**src/rtl/spi_seg_port.sv**
```systemverilog
module spi_seg_port #(
  parameter logic [15:0] ID_VAL    = 16'h3E91,
  parameter int          NDATA     = 4,
  parameter int          DEC_W     = 4,
  parameter int          RD_BASE   = 12,
  parameter logic [6:0]  ADDR_ID   = 7'h01,
  parameter logic [6:0]  ADDR_DIAG = 7'h02,
  parameter logic [6:0]  DATA_BASE = 7'h10
) (
  input  logic               clk,
  input  logic               rst_n,
  input  logic               sclk,
  input  logic               cs_n,
  input  logic               mosi,
  output logic               miso,
  input  logic               drdy,
  input  logic [DEC_W-1:0]   dec_rate,
  input  logic [NDATA*16-1:0] sens_data,
  output logic               ovr_err,
  output logic               locked
);
  localparam int LIM_W = $clog2(RD_BASE * (1 << DEC_W) + 1) + 1;

  logic sclk_m, sclk_s, sclk_d, cs_m, cs_s, cs_d, mosi_m, mosi_s;
  logic [3:0]  bitcnt;
  logic [4:0]  edges;
  logic [15:0] rx, tx, shreg, rd_data;
  logic [LIM_W-1:0] rd_cnt;
  logic ovf;

  wire active    = ~cs_s;
  wire rise      = sclk_s & ~sclk_d & active;
  wire fall      = ~sclk_s & sclk_d & active;
  wire cs_rise   = cs_s & ~cs_d;
  wire word_done = rise & (bitcnt == 4'd15);
  wire [15:0] cmd = {rx[14:0], mosi_s};
  wire is_read   = word_done & ~cmd[15] & ~ovr_err & ~locked;
  wire [LIM_W-1:0] limit = LIM_W'(RD_BASE) * (LIM_W'(dec_rate) + LIM_W'(1));
  wire ovf_set   = is_read & (rd_cnt >= limit);
  wire diag_clr  = is_read & (cmd[14:8] == ADDR_DIAG);

  assign miso = shreg[15];

  always_comb begin
    rd_data = '0;
    if (cmd[14:8] == ADDR_ID)   rd_data = ID_VAL;
    if (cmd[14:8] == ADDR_DIAG) rd_data = {15'd0, ovf};
    for (int i = 0; i < NDATA; i++)
      if (cmd[14:8] == 7'(DATA_BASE + 7'(i))) rd_data = sens_data[i*16 +: 16];
  end

  always_ff @(posedge clk or negedge rst_n) begin
    if (!rst_n) begin
      {sclk_m, sclk_s, sclk_d} <= 3'b111;
      {cs_m, cs_s, cs_d}       <= 3'b111;
      {mosi_m, mosi_s}         <= 2'b00;
    end else begin
      {sclk_m, sclk_s, sclk_d} <= {sclk, sclk_m, sclk_s};
      {cs_m, cs_s, cs_d}       <= {cs_n, cs_m, cs_s};
      {mosi_m, mosi_s}         <= {mosi, mosi_m};
    end
  end

  always_ff @(posedge clk or negedge rst_n) begin
    if (!rst_n) begin
      bitcnt <= '0; edges <= '0; rx <= '0; tx <= '0; shreg <= '0;
      ovr_err <= 1'b0; locked <= 1'b0;
    end else begin
      if (!active) begin
        bitcnt <= '0;
        edges  <= '0;
      end else if (rise) begin
        bitcnt <= bitcnt + 4'd1;
        edges  <= (edges == 5'd31) ? edges : edges + 5'd1;
        rx     <= cmd;
      end
      if (word_done) tx <= is_read ? rd_data : 16'd0;
      if (fall) shreg <= (bitcnt == 4'd0) ? ((ovr_err | locked) ? 16'd0 : tx) : {shreg[14:0], 1'b0};
      if (cs_rise && !locked) begin
        if (bitcnt != 4'd0 && edges < 5'd16) begin
          locked  <= 1'b1;
          ovr_err <= 1'b0;
        end else if (ovr_err) begin
          if (edges == 5'd17) ovr_err <= 1'b0;
        end else if (bitcnt != 4'd0) begin
          ovr_err <= 1'b1;
        end
      end
    end
  end

  always_ff @(posedge clk or negedge rst_n) begin
    if (!rst_n) begin
      rd_cnt <= '0;
      ovf    <= 1'b0;
    end else begin
      if (drdy)                         rd_cnt <= is_read ? LIM_W'(1) : '0;
      else if (is_read && rd_cnt < limit) rd_cnt <= rd_cnt + LIM_W'(1);
      ovf <= ovf_set | (ovf & ~diag_clr);
    end
  end
endmodule


```
**config.mk**
```make
export PLATFORM = sky130hd
export DESIGN_NAME = spi_seg_port
export DESIGN_NICKNAME = d
export VERILOG_FILES = /design/src/rtl/spi_seg_port.sv
export SDC_FILE = /design/constraint.sdc
export NUM_CORES = 1
export LEC_CHECK = 0
export ABC_AREA = 1
export BUFFER_PORTS_ARGS = -buffer_cell sky130_fd_sc_hd__buf_2
export CAP_MARGIN = 20
export CORE_MARGIN = 2
export CORE_UTILIZATION = 57
export DETAILED_ROUTE_END_ITERATION = 6
export PLACE_DENSITY = 0.85
export SYNTH_ARGS = -nofsm -noshare
export SYNTH_HDL_FRONTEND = slang
export SYNTH_SLANG_ARGS = --single-unit
```
**constraint.sdc**
```tcl
create_clock -name clk -period 2.2 [get_ports clk]
set_input_delay 0.66 -clock clk [delete_from_list [all_inputs] [get_ports clk]]
set_output_delay 0.66 -clock clk [all_outputs]
set_load 0.005 [all_outputs]
```
* Word level (Yosys, flattened, before mapping)
Cells that the tools add are included.
** Storage, ports and cells
- Bits in registers :: 76
- Logic and storage cells :: 89
** Operators by class
- Add/sub/neg operators :: 4
- Multipliers :: 1
- Order comparisons :: 3
- Eq/ne operators :: 10
- Mux-type cells :: 21
- Bitwise logic cells :: 22
- Reduce and logical (&&, ||, !) cells :: 11
** Operator list (number)
- 16-bit 2-to-1 mux :: 7
- 7-bit by 5-bit equality test with 1-bit output, second input constant :: 4
- 14-bit 2-to-1 mux :: 2
- 9-bit 2-to-1 mux :: 2
- 5-bit 2-to-1 mux :: 3
- 1-bit AND :: 12
- 5-bit equality test, second input constant :: 2
- 9-bit by 1-bit adder with 9-bit output, second input constant :: 1
- 9-bit greater-or-equal comparator :: 1
- 9-bit less-than comparator :: 1
- 4-bit 2-to-1 mux :: 2
- 1-bit NOT :: 8
- 7-bit by 1-bit equality test with 1-bit output, second input constant :: 1
- 7-bit by 2-bit equality test with 1-bit output, second input constant :: 1
- 2-bit by 5-bit multiplier with 7-bit output, first input constant :: 1
- 2-bit AND reduction :: 3
- 4-bit by 1-bit adder with 5-bit output, second input constant :: 1
- 5-bit by 1-bit adder with 5-bit output, second input constant :: 1
- 5-bit less-than comparator, second input constant :: 1
- 1-bit 2-to-1 mux :: 5
- 4-bit by 1-bit adder with 4-bit output, second input constant :: 1
- 4-bit equality test, second input constant :: 1
- 4-bit logical NOT :: 1
- 2-bit nonzero test :: 2
- other kinds (5) :: 8

* Longest topological paths before layout
- Depth after elaboration :: 11
- Mapped depth :: 17

* Worst setup path after synthesis
Ideal clock, no wire load.
- Kind :: in2reg
- Start :: input port dec_rate[0]
- End :: register ovf
- Library setup time :: 0.123 ns
- Arrival time :: 2.874 ns
- Required time :: 2.077 ns
- Path slack :: -0.797 ns
- Cell stages on the path :: 13
- Path buffers :: 0
- Cell sequence :: ha_1 -> xor2_1 -> inv_1 -> fa_1 -> o21ai_0 -> xnor2_1 -> ha_1 -> nand2_1 -> inv_1 -> a21boi_1 -> nand2_1 -> o21ai_0 -> nand2_1
** Between the ends
- Word-level cells in the longest chain between the ends :: 5
** RTL lines
- start: declaration :: RTL line 17 : input logic [DEC_W-1:0] dec_rate,
- 4-bit by 1-bit adder with 5-bit output :: RTL line 38 : wire [LIM_W-1:0] limit = LIM_W'(RD_BASE) * (LIM_W'(dec_rate) + LIM_W'(1));
- 2-bit by 5-bit multiplier with 7-bit output :: RTL line 38
- 9-bit greater-or-equal comparator :: RTL line 39 : wire ovf_set = is_read & (rd_cnt >= limit);
- 1-bit AND :: RTL line 39
- 1-bit OR :: RTL line 99 : ovf <= ovf_set | (ovf & ~diag_clr);
- end signal: assignment :: RTL line 99
- end: declaration :: RTL line 29 : logic ovf;
No other way between the ends.
A chain may end at the register's enable or synchronous reset.

* Final worst setup path
- Start :: input port dec_rate[1]
- End :: register rd_cnt[5]
** Between the ends
- Word-level cells in the longest chain between the ends :: 5
** RTL lines
- 4-bit by 1-bit adder with 5-bit output :: RTL line 38
- 2-bit by 5-bit multiplier with 7-bit output :: RTL line 38
- 9-bit less-than comparator :: RTL line 98 : else if (is_read && rd_cnt < limit) rd_cnt <= rd_cnt + LIM_W'(1);
- 1-bit logical AND :: RTL line 98
- 2-bit nonzero test (no source line)
- end signal: assignment :: RTL line 97 : if (drdy) rd_cnt <= is_read ? LIM_W'(1) : '0;
- end signal: assignment :: RTL line 98
- end: declaration :: RTL line 28 : logic [LIM_W-1:0] rd_cnt;
No other way between the ends.

==> impl_results.md <==
* Status: finished with violations
* Failing checks: setup timing
* Commonest non-fill, non-tap cell in the layout: nand2_1
* Post-synthesis sequential area ratio at 43.2%
* R2R Setup Slk at 350 ps
* Dpl hpwl at 7900 um
* Syn Nets at 642
* CTS tree: built
* # clock sinks at 76
* Setup ws final at -519 ps
* GRT overflow at 0
* EDFF count, synth at 0
* Crit-path max cell delay at 290 ps
* R2R cell count at 8
* Most frequent cells in the layout: 106 x nand2_1, 74 x buf_2, 70 x dfrtp_1, 55 x inv_1, 51 x nand3_1
* Share of cells above drive strength 1 at 27.6%
* Vias post-DR at 4092
* Synth warnings at 0
* Vias in the first global route at 3980
* DRC viols at 0
* CTS buffer count at 9
* CTS root buffer: clkbuf_8
* Pre-CTS setup slack at -974 ps
* Clock latency on the worst-skew pair at 360 ps
* Initial antenna violation count at 0
* Largest net degree at the start of global routing at 33
* Crit-path max FO at 5
* Slowest-stage cell, CP: ha_1
* Ratio of final minimum period to clock period at 124%
* Flops & latches, synth at 76
* Core Box Area at 0.00761 mm2
* CP Launch Type: input port
* Placer Congestion at 0.912
* Boundary Pins at 77
* Total die area at 0.00848 mm2
* Final Hold Viols at 0
* Fin Setup TNS at -4890 ps
* Number of max-cap violations at 0
* # diodes at 0
* PD cells at 737 mW/mm2
* Worst EP required at 2500 ps
* DR WL/cell at 14.3 um
* Clock skew at 10.4 ps
* Placed instance count at 730
* Via-to-Cell Ratio at 5.45
* H-Tree Depth at 3
* Critical R2R Launch: rd_cnt[4]
* FFs w/ async S/R, synth at 100%
* P_leak at 2.67 nW
* Worst-path cell chain: buf_8, ha_4, xor2_4, ha_1, nand2_1, nor2_1, a211oi_2, xor2_1, ha_1, a21o_1, a21boi_2, buf_4, nand2_4, nor2_8, nand3_2, nand2_1
* Sequential cell area at 0.00191 mm2
* Endpoint class of the critical path: flop
* Final Non-Filler Cells at 751
* Unrepaired setup endpoints after global routing: true
* Die H at 92.1 um
* Tot GR Track Use at 26.9%
* Routed Wire Length at 10700 um
* Area of the multi-input gates at 0.00237 mm2
* Post-Syn Area per Cell at 8.09 um2
* HP Class: input port to asynchronous set/reset pin
* Clock-pin slew on the worst setup and hold paths at 90 ps
* Mapped Cells at 547
* NumNets Final at 739
* Worst setup startpoint: dec_rate[1]
* Critical Path AT at 3020 ps
* Setup violators final at 10
* Placed Area at 0.00509 mm2
* Tot Pwr at 4.00 mW
* Area Growth Syn to Fin at 22.8%
* Worst hold slack at 303 ps
* CTS Hold Bufs at 0
* Core Util, Final at 71.4%
* Chip Width at 92.1 um
* Relative slew slack at 58.1%
* Setup Crit Path Kind: input port to flop
* Design area at 0.00543 mm2
* Slew Viols, Final at 0
* Tmin final at 2720 ps
* Mapped cell area at 0.00442 mm2
* First drt pass iteration count at 6
* Starting density of the core at 58.1%
* FF-to-FF End: rd_cnt[5]
* Post-synth cell types at 42
* Filler cells at 591
* First-pass GRT wire length at 18100 um
* F_max at 0.368 GHz
* Post-route ant nets at 0
* Site Rows at 32
* Maximum VDD drop at 0.000404 V
* Ys flop type: dfrtp_1
* CTS Buffer Depth at 2
* DR iter-0 viols at 261
* Port bufs at 76
* Worst-Margin Slew at 629 ps
[Yosys cell counts, types with 2 or more instances]
library cell,instances,area [um2]
nand2_1,109,409
nand2_2,4,25.0
mux2_2,7,78.8
nor3_1,7,35.0
dfrtp_1,70,1750
o21ai_1,14,70.1
clkinv_1,2,7.51
o21ai_0,40,200
nand4_1,3,18.8
inv_1,56,210
inv_2,5,18.8
xnor2_1,5,43.8
buf_2,9,45.0
a21oi_1,22,110
ha_1,20,250
nor2_8,2,40.0
nor2_2,2,12.5
clkbuf_1,3,11.3
a31oi_1,14,87.6
nor2_1,45,169
xor2_1,7,61.3
buf_4,2,15.0
nor2_4,5,56.3
dfstp_2,6,158
nand3_1,60,300
o22ai_1,2,12.5
nand3_2,3,30.0
o211ai_1,9,67.6
[per-layer routing]
| metal | global-route usage [%] | vias to the layer above | part of all wire (%) |
|---|---|---|---|
| met4 | 8.08 | 0 | 1.9 |
| met3 | 5.51 | 25 | 5.0 |
| met1 | 33.7 | 1945 | 41 |
| met5 | 0 | - | 0 |
| met2 | 47.1 | 112 | 52 |
| li1 | - | 2010 | - |
[power by group]
| part | total [mW] | switching (mW) | internal, mW |
|---|---|---|---|
| combinational | 1.18 | 0.736 | 0.449 |
| clock | 1.04 | 0.604 | 0.439 |
| sequential | 1.78 | 0.136 | 1.64 |
| total | 4.00 | 1.48 | 2.53 |
[worst max-delay path by stage]
stage	slack, ps	cells past startpoint	end
after floorplan	-600	14	rd_cnt[1]
final	-520	16	rd_cnt[5]
after detailed placement	-970	15	rd_cnt[0]
after global routing	-650	16	rd_cnt[8]
after global placement	-900	14	rd_cnt[0]
after CTS	-470	15	rd_cnt[0]
[flip-flops by register name, indices dropped and copies added, names as in the netlist]
name     count
mosi_m       1
sclk_s       1
rx          15
locked       1
cs_d         1
cs_m         1
ovr_err      1
bitcnt       4
ovf          1
mosi_s       1
rd_cnt       9
shreg       16
sclk_m       1
cs_s         1
edges        5
sclk_d       1
tx          16
[logic make-up after synthesis]
kind of cell,synth area share (%)
flops,43.2
xor+xnor,2.38
compound gates,13.1
buf+inv,7.30
simple gates,26.2
mux,1.78
fa+ha+maj,6.11
[critical path: cells and delay by family]
kind | cells | cell delay [ps]
AO/OA/AOI/OAI | 3 | 520
XOR/XNOR | 2 | 350
adder cells (fa/ha/maj) | 3 | 730
buffers and inverters | 2 | 250
AND/OR/NAND/NOR | 6 | 490
[layout make-up]
cell class	count	share of cell area [%]
repair buffers	100	11.0
clock inverters	7	1.20
inverters	64	4.47
clock buffers	9	2.28
flip-flops and latches	76	35.1
multi-input cells	393	43.6
well taps	102	2.35
[what timing repair did]
action / in CTS / in global routing
buffers inserted: 2 / 1
setup endpoints to repair: 10 / 10
gates cloned: 2 / 0
gates resized for setup: 21 / 2
endpoints found under the hold margin: 0 / 0
pin swaps: 19 / 0
No activity file was read; power rests on OpenSTA's default activity.
